[src/rtl/tlb_guard_pkg.sv]
package tlb_guard_pkg;

    typedef enum logic [1:0] {
        ACC_READ  = 2'd0,
        ACC_WRITE = 2'd1,
        ACC_EXEC  = 2'd2,
        ACC_READ2 = 2'd3
    } acc_e;

    typedef enum logic [2:0] {
        FLT_NONE   = 3'd0,
        FLT_ABSENT = 3'd1,
        FLT_OWNER  = 3'd2,
        FLT_EXEC   = 3'd3,
        FLT_WRITE  = 3'd4
    } flt_e;

    typedef struct packed {
        logic present;
        logic wr;
        logic ex;
    } perm_t;

endpackage

[src/rtl/tlb_match.sv]
module tlb_match #(
    parameter int N     = 16,
    parameter int VPN_W = 20,
    localparam int IDX_W = (N > 1) ? $clog2(N) : 1
) (
    input  logic [N-1:0]            valid,
    input  logic [N-1:0][VPN_W-1:0] tags,
    input  logic [VPN_W-1:0]        key,
    output logic                    hit,
    output logic [IDX_W-1:0]        idx,
    output logic [N-1:0]            onehot
);
    for (genvar g = 0; g < N; g++) begin : g_cmp
        assign onehot[g] = valid[g] && (tags[g] == key);
    end

    assign hit = |onehot;

    always_comb begin
        idx = '0;
        for (int i = 0; i < N; i++) begin
            if (onehot[i]) idx = idx | IDX_W'(i);
        end
    end
endmodule

[src/rtl/tlb_victim.sv]
module tlb_victim #(
    parameter int N = 16,
    localparam int IDX_W = (N > 1) ? $clog2(N) : 1
) (
    input  logic [N-1:0]     valid,
    input  logic [IDX_W-1:0] ptr,
    output logic             use_ptr,
    output logic [IDX_W-1:0] idx
);
    always_comb begin
        use_ptr = 1'b1;
        idx     = ptr;
        for (int i = N - 1; i >= 0; i--) begin
            if (!valid[i]) begin
                use_ptr = 1'b0;
                idx     = IDX_W'(i);
            end
        end
    end
endmodule

[src/rtl/tlb_perm.sv]
module tlb_perm
    import tlb_guard_pkg::*;
#(
    parameter int PID_W = 8
) (
    input  perm_t            perm,
    input  logic [PID_W-1:0] owner,
    input  logic [PID_W-1:0] pid,
    input  logic [1:0]       kind,
    output logic [2:0]       fault
);
    acc_e acc;
    flt_e code;

    always_comb begin
        acc = acc_e'(kind);
        if (!perm.present)                      code = FLT_ABSENT;
        else if (owner != pid)                  code = FLT_OWNER;
        else if (acc == ACC_EXEC && !perm.ex)   code = FLT_EXEC;
        else if (acc == ACC_WRITE && !perm.wr)  code = FLT_WRITE;
        else                                    code = FLT_NONE;
        fault = code;
    end
endmodule

[src/rtl/tlb_guard.sv]
module tlb_guard
    import tlb_guard_pkg::*;
#(
    parameter int ENTRIES = 16,
    parameter int VPN_W   = 20,
    parameter int PFN_W   = 16,
    parameter int PID_W   = 8,
    localparam int IDX_W  = (ENTRIES > 1) ? $clog2(ENTRIES) : 1
) (
    input  logic             clk,
    input  logic             rst_n,
    input  logic             lk_req,
    input  logic [VPN_W-1:0] lk_vpn,
    input  logic [1:0]       lk_kind,
    input  logic [PID_W-1:0] lk_pid,
    input  logic             rf_req,
    input  logic [VPN_W-1:0] rf_vpn,
    input  logic [PFN_W-1:0] rf_pfn,
    input  logic [PID_W-1:0] rf_pid,
    input  logic             rf_wr,
    input  logic             rf_ex,
    input  logic             rf_present,
    input  logic             flush,
    output logic             rs_valid,
    output logic             rs_hit,
    output logic [PFN_W-1:0] rs_pfn,
    output logic [2:0]       rs_fault
);
    typedef struct packed {
        logic             valid;
        logic [VPN_W-1:0] vpn;
        logic [PFN_W-1:0] pfn;
        logic [PID_W-1:0] owner;
        perm_t            perm;
    } entry_t;

    typedef struct packed {
        entry_t [ENTRIES-1:0] tab;
        logic [IDX_W-1:0]     rr;
        logic                 rs_valid;
        logic                 rs_hit;
        logic [PFN_W-1:0]     rs_pfn;
        logic [2:0]           rs_fault;
    } state_t;

    localparam logic [IDX_W-1:0] LAST = IDX_W'(ENTRIES - 1);

    state_t st_d, st_q;

    logic [ENTRIES-1:0]            valid_v;
    logic [ENTRIES-1:0][VPN_W-1:0] tag_v;

    for (genvar g = 0; g < ENTRIES; g++) begin : g_flat
        assign valid_v[g] = st_q.tab[g].valid;
        assign tag_v[g]   = st_q.tab[g].vpn;
    end

    logic             lk_hit, rf_hit, use_ptr;
    logic [IDX_W-1:0] lk_idx, rf_idx, fill_idx;
    logic [ENTRIES-1:0] lk_onehot, rf_onehot;
    logic [2:0]       lk_fault;
    entry_t           lk_ent;

    tlb_match #(.N(ENTRIES), .VPN_W(VPN_W)) u_lk_match (
        .valid(valid_v), .tags(tag_v), .key(lk_vpn),
        .hit(lk_hit), .idx(lk_idx), .onehot(lk_onehot)
    );

    tlb_match #(.N(ENTRIES), .VPN_W(VPN_W)) u_rf_match (
        .valid(valid_v), .tags(tag_v), .key(rf_vpn),
        .hit(rf_hit), .idx(rf_idx), .onehot(rf_onehot)
    );

    tlb_victim #(.N(ENTRIES)) u_victim (
        .valid(valid_v), .ptr(st_q.rr), .use_ptr(use_ptr), .idx(fill_idx)
    );

    assign lk_ent = st_q.tab[lk_idx];

    tlb_perm #(.PID_W(PID_W)) u_perm (
        .perm(lk_ent.perm), .owner(lk_ent.owner), .pid(lk_pid),
        .kind(lk_kind), .fault(lk_fault)
    );

    always_comb begin
        logic [IDX_W-1:0] wr_idx;
        st_d     = st_q;
        wr_idx   = fill_idx;

        st_d.rs_valid = lk_req;
        st_d.rs_hit   = lk_req && lk_hit;
        st_d.rs_fault = (lk_req && lk_hit) ? lk_fault : 3'd0;
        st_d.rs_pfn   = (lk_req && lk_hit && lk_fault == 3'd0) ? lk_ent.pfn : '0;

        if (flush) begin
            for (int i = 0; i < ENTRIES; i++) st_d.tab[i].valid = 1'b0;
            st_d.rr = '0;
        end else if (rf_req) begin
            if (rf_hit) begin
                wr_idx = rf_idx;
            end else if (use_ptr) begin
                wr_idx  = st_q.rr;
                st_d.rr = (st_q.rr == LAST) ? '0 : st_q.rr + 1'b1;
            end
            st_d.tab[wr_idx].valid        = 1'b1;
            st_d.tab[wr_idx].vpn          = rf_vpn;
            st_d.tab[wr_idx].pfn          = rf_pfn;
            st_d.tab[wr_idx].owner        = rf_pid;
            st_d.tab[wr_idx].perm.present = rf_present;
            st_d.tab[wr_idx].perm.wr      = rf_wr;
            st_d.tab[wr_idx].perm.ex      = rf_ex;
        end
    end

    always_ff @(posedge clk) begin
        if (!rst_n) begin
            st_q <= '0;
        end else begin
            st_q <= st_d;
        end
    end

    assign rs_valid = st_q.rs_valid;
    assign rs_hit   = st_q.rs_hit;
    assign rs_pfn   = st_q.rs_pfn;
    assign rs_fault = st_q.rs_fault;
endmodule

[config.mk]
export PLATFORM = sky130hd
export DESIGN_NAME = tlb_guard
export DESIGN_NICKNAME = d
export VERILOG_FILES = /design/src/rtl/tlb_guard_pkg.sv /design/src/rtl/tlb_match.sv /design/src/rtl/tlb_victim.sv /design/src/rtl/tlb_perm.sv /design/src/rtl/tlb_guard.sv
export SDC_FILE = /design/constraint.sdc
export NUM_CORES = 2
export LEC_CHECK = 0
export BUFFER_PORTS_ARGS = -buffer_cell sky130_fd_sc_hd__buf_2
export CORE_UTILIZATION = 57
export CTS_CLUSTER_DIAMETER = 40
export CTS_CLUSTER_SIZE = 25
export DETAILED_ROUTE_END_ITERATION = 6
export PLACE_DENSITY = 0.81
export REMOVE_ABC_BUFFERS = 1
export SLEW_MARGIN = 25
export SYNTH_ARGS = -nofsm -noshare
export SYNTH_HDL_FRONTEND = slang
export SYNTH_SLANG_ARGS = --single-unit
[constraint.sdc]
create_clock -name clk -period 4.9 [get_ports clk]
set_input_delay 0.735 -clock clk [delete_from_list [all_inputs] [get_ports clk]]
set_output_delay 0.735 -clock clk [all_outputs]
set_load 0.05 [all_outputs]
==> reports/metrics.yaml <==
job:
  maxCapViolations: 0
grt:
  use_met1: 0.423
  antenna_found_initial: 6
  grt_overflow: 0
  grt_usage: 0.334
  busiest_layer: "met2"
  grt_pass1_vias: 33300
  grt_pass1_wl_mm: 196
  grt_max_degree: 257
  grtUsageMet2: 0.549
  gr-usage-met3: 0.0636
floorplan:
  io_pins: 103
  start_util: 0.575
  die_h_um: 276
  rows: 100
  die_x_um: 276
  core_area_um2: 74300
  dieArea_um2: 76000
timing:
  final-setup-viol-count: 0
  maxSlewHeadroom: 0.324
  fin_crit_sh: 0.982
  period_needed_ns: 4.81
  finalSetupTns_ns: 0
  finClkSkew_ns: 0.0367
  fmax_mhz: 208
  drv_slew: 0
  hold_viol_final: 0
  hold_slack_ns: 0.315
  setup_slack_ns: 0.0883
  worstMarginPinSlew_ns: 1.01
routing:
  drt_iter0_drc: 3062
  via_per_inst: 5.87
  wl_mm: 130
  first_pass_iters: 7
  drc: 0
  routedWlPerCell_um: 22.6
  via_count: 33800
  drt.antenna.violating_nets: 0
synthesis:
  synth_edf_count: 0
  synth_xor_area_frac: 0.132
  synth_fa_ha_area_frac: 0.000293
  syn_inst: 4448
  syn_area_per_cell_um2: 9.60
  synth-compound-area-share: 0.0435
  synthFlopType: "dfxtp_1"
  synth-simple-area-share: 0.187
  ys_ff_latch: 793
  synth_cell_types: 64
  synth.cell_area_um2: 42700
  synthMuxAreaShare: 0.219
  yosysSeqAreaShare: 0.372
  synth_top_family_by_area: "multiplexers"
  async_flop_share: 0
  yosys_warnings: 0
power:
  vdd_drop_max_mv: 0.299
  power.density_nw_per_um2: 312
  leakage_nw: 22.9
  power.total_mw: 15.9
setup_path:
  cp-start-kind: "primary input"
  cp.arrival_ns: 5.40
  worstSetupEndpointType: "flop"
  critical_path_class: "primary input to flop"
  worst-path-max-fanout: 16
  required_ns: 5.49
clocking:
  cts_tree: "built"
  clk_pin_slew_ns: 0.06
  htree_num_levels: 3
  cts.root.buffer_cell: "clkbuf_16"
  cts.path.max_buffers: 3
  cts_buffers: 110
  clkLatencyLatePin_ns: 0.69
  clock-sinks: 793
layout:
  num_antenna_cells: 0
  area_delta_synth_final_pct: 19.5
  drive_above_1_share: 0.185
  nFillCells: 5527
  fin_nets: 4777
min_path:
  hold_path.class: "primary input to flop"
outcome:
  status: "finished clean"
place:
  numPortBuffers: 102
  gp_congestion: 1.03
  hpwl_mm: 88.1
  dpl_worst_slack_ns: -0.807
## cell usage in the layout (no fill, tap or decap), types with 13 or more instances in the layout
| cell | count |
|---|---|
| mux2_2 | 77 |
| clkinv_4 | 13 |
| a211oi_1 | 60 |
| nand2_4 | 15 |
| buf_2 | 94 |
| nand3_1 | 63 |
| nand4_1 | 145 |
| buf_4 | 352 |
| nand2_1 | 188 |
| a21oi_1 | 82 |
| nor4_1 | 69 |
| nor2_1 | 114 |
| inv_6 | 21 |
| mux2i_1 | 843 |
| xnor2_1 | 463 |
| nor2b_1 | 708 |
| xor2_1 | 168 |
| a21boi_0 | 52 |
| inv_1 | 17 |
| buf_12 | 79 |
| dfxtp_1 | 790 |
| clkbuf_16 | 111 |
| nor3_1 | 16 |
| o21ai_0 | 16 |
## path summary, 6_finish.rpt
| kind | start | to | slack [ns] | cells after the start |
|---|---|---|---|---|
| setup / recovery | lk_vpn[14] | rs_pfn[4]$_SDFF_PN0_ | 0.09 | 19 |
| setup reg to reg | st_q[684]$_SDFFE_PN0P_ | rs_pfn[4]$_SDFF_PN0_ | 0.13 | 19 |
| hold / removal | lk_req | rs_valid$_SDFF_PN0_ | 0.32 | 2 |
| hold reg to reg | st_q[747]$_SDFFE_PN0P_ | st_q[747]$_SDFFE_PN0P_ | 0.47 | 2 |
## sequential cells by signal, indices dropped and copies added (netlist names)
register,count
st_q,772
rs_hit,1
rs_valid,1
rs_pfn,16
rs_fault,3
## final cells by class
class                      instances  area [µm²]  share of cell area
inverter                          17        63.8             0.00125
clock inverter                    78         932              0.0183
sequential                       793       15900               0.311
multi-input combinational       3237       25200               0.494
tap                              969        1210              0.0238
clock buffer                     130        2920              0.0572
timing repair buffer             535        4800              0.0940
## Yosys cell counts (4+ instances only)
cell type,instances,area share
xnor2_1,468,0.096
nand2b_1,6,0.00088
a22o_1,4,0.00082
o21ai_0,17,0.0020
o211ai_1,7,0.0012
nand2_1,205,0.018
a21boi_0,52,0.0091
a31oi_1,4,0.00059
nor4b_1,9,0.0018
dfxtp_1,793,0.37
buf_2,58,0.0068
nor2_1,115,0.010
nor3_1,17,0.0020
nor3b_1,6,0.0011
buf_4,30,0.0053
xnor2_2,4,0.0015
and4_1,4,0.00082
buf_1,46,0.0040
mux2_2,77,0.020
nand3_1,65,0.0076
inv_1,17,0.0015
nor4bb_1,8,0.0019
a21oi_1,82,0.0096
a22oi_1,8,0.0014
and3_1,10,0.0015
clkbuf_1,238,0.021
o31ai_1,4,0.00070
mux2i_1,844,0.20
nor2b_1,708,0.10
a211oi_1,60,0.011
nor4_1,80,0.012
xor2_1,168,0.034
and2_1,7,0.0010
nand4_1,145,0.021
buf_6,30,0.0079
a211oi_2,10,0.0029
## critical path, stage by stage
cell and delay [ns]:
clkbuf_4 0.21, buf_4 0.19, buf_4 0.14, xnor2_1 0.21
nand4_1 0.18, nor4_2 0.29, nand4_1 0.26, nand3_4 0.26
nor2b_4 0.07, buf_12 0.15, mux2i_2 0.22, mux2i_1 0.16
mux4_2 0.49, xnor2_1 0.16, nand2_1 0.14, or4_1 0.57
or4b_4 0.58, buf_12 0.18, a211oi_1 0.18
## logic make-up (layout without fill, tap and decap cells)
family          after synthesis  after routing
compound gates              269            269
xor+xnor                    640            640
fa+ha+maj                     1              1
buf+inv                     419            760
flops                       793            793
mux                         923            923
simple gates               1403           1404
## stage by stage
step	utilization	instance area, µm²	cells
2_1_floorplan	-	40800	4046
6_report	0.686	51000	5759
4_1_cts	0.683	50700	5753
3_3_place_gp	0.630	46800	5540
3_5_place_dp	0.630	46800	5540
5_1_grt	0.686	51000	5759
## timing repair
item                       in CTS  in global routing
resized for setup               3                 43
gates cloned                    1                  1
setup endpoints to repair      16                 16
setup buffers                   4                  5
hold buffers                    0                  0
pin swaps                       0                 10
## power by group
part           switching (mW)  internal (mW)
Combinational           0.678          0.544
Sequential             0.0221           6.47
Clock                    3.35           4.83
## layer usage
layer,up-vias,share of wire
li1,15600,-
met1,16300,0.41
met2,1471,0.46
met3,424,0.080
met4,12,0.049
met5,-,0.00061
Power figures use the tool's default switching activity.
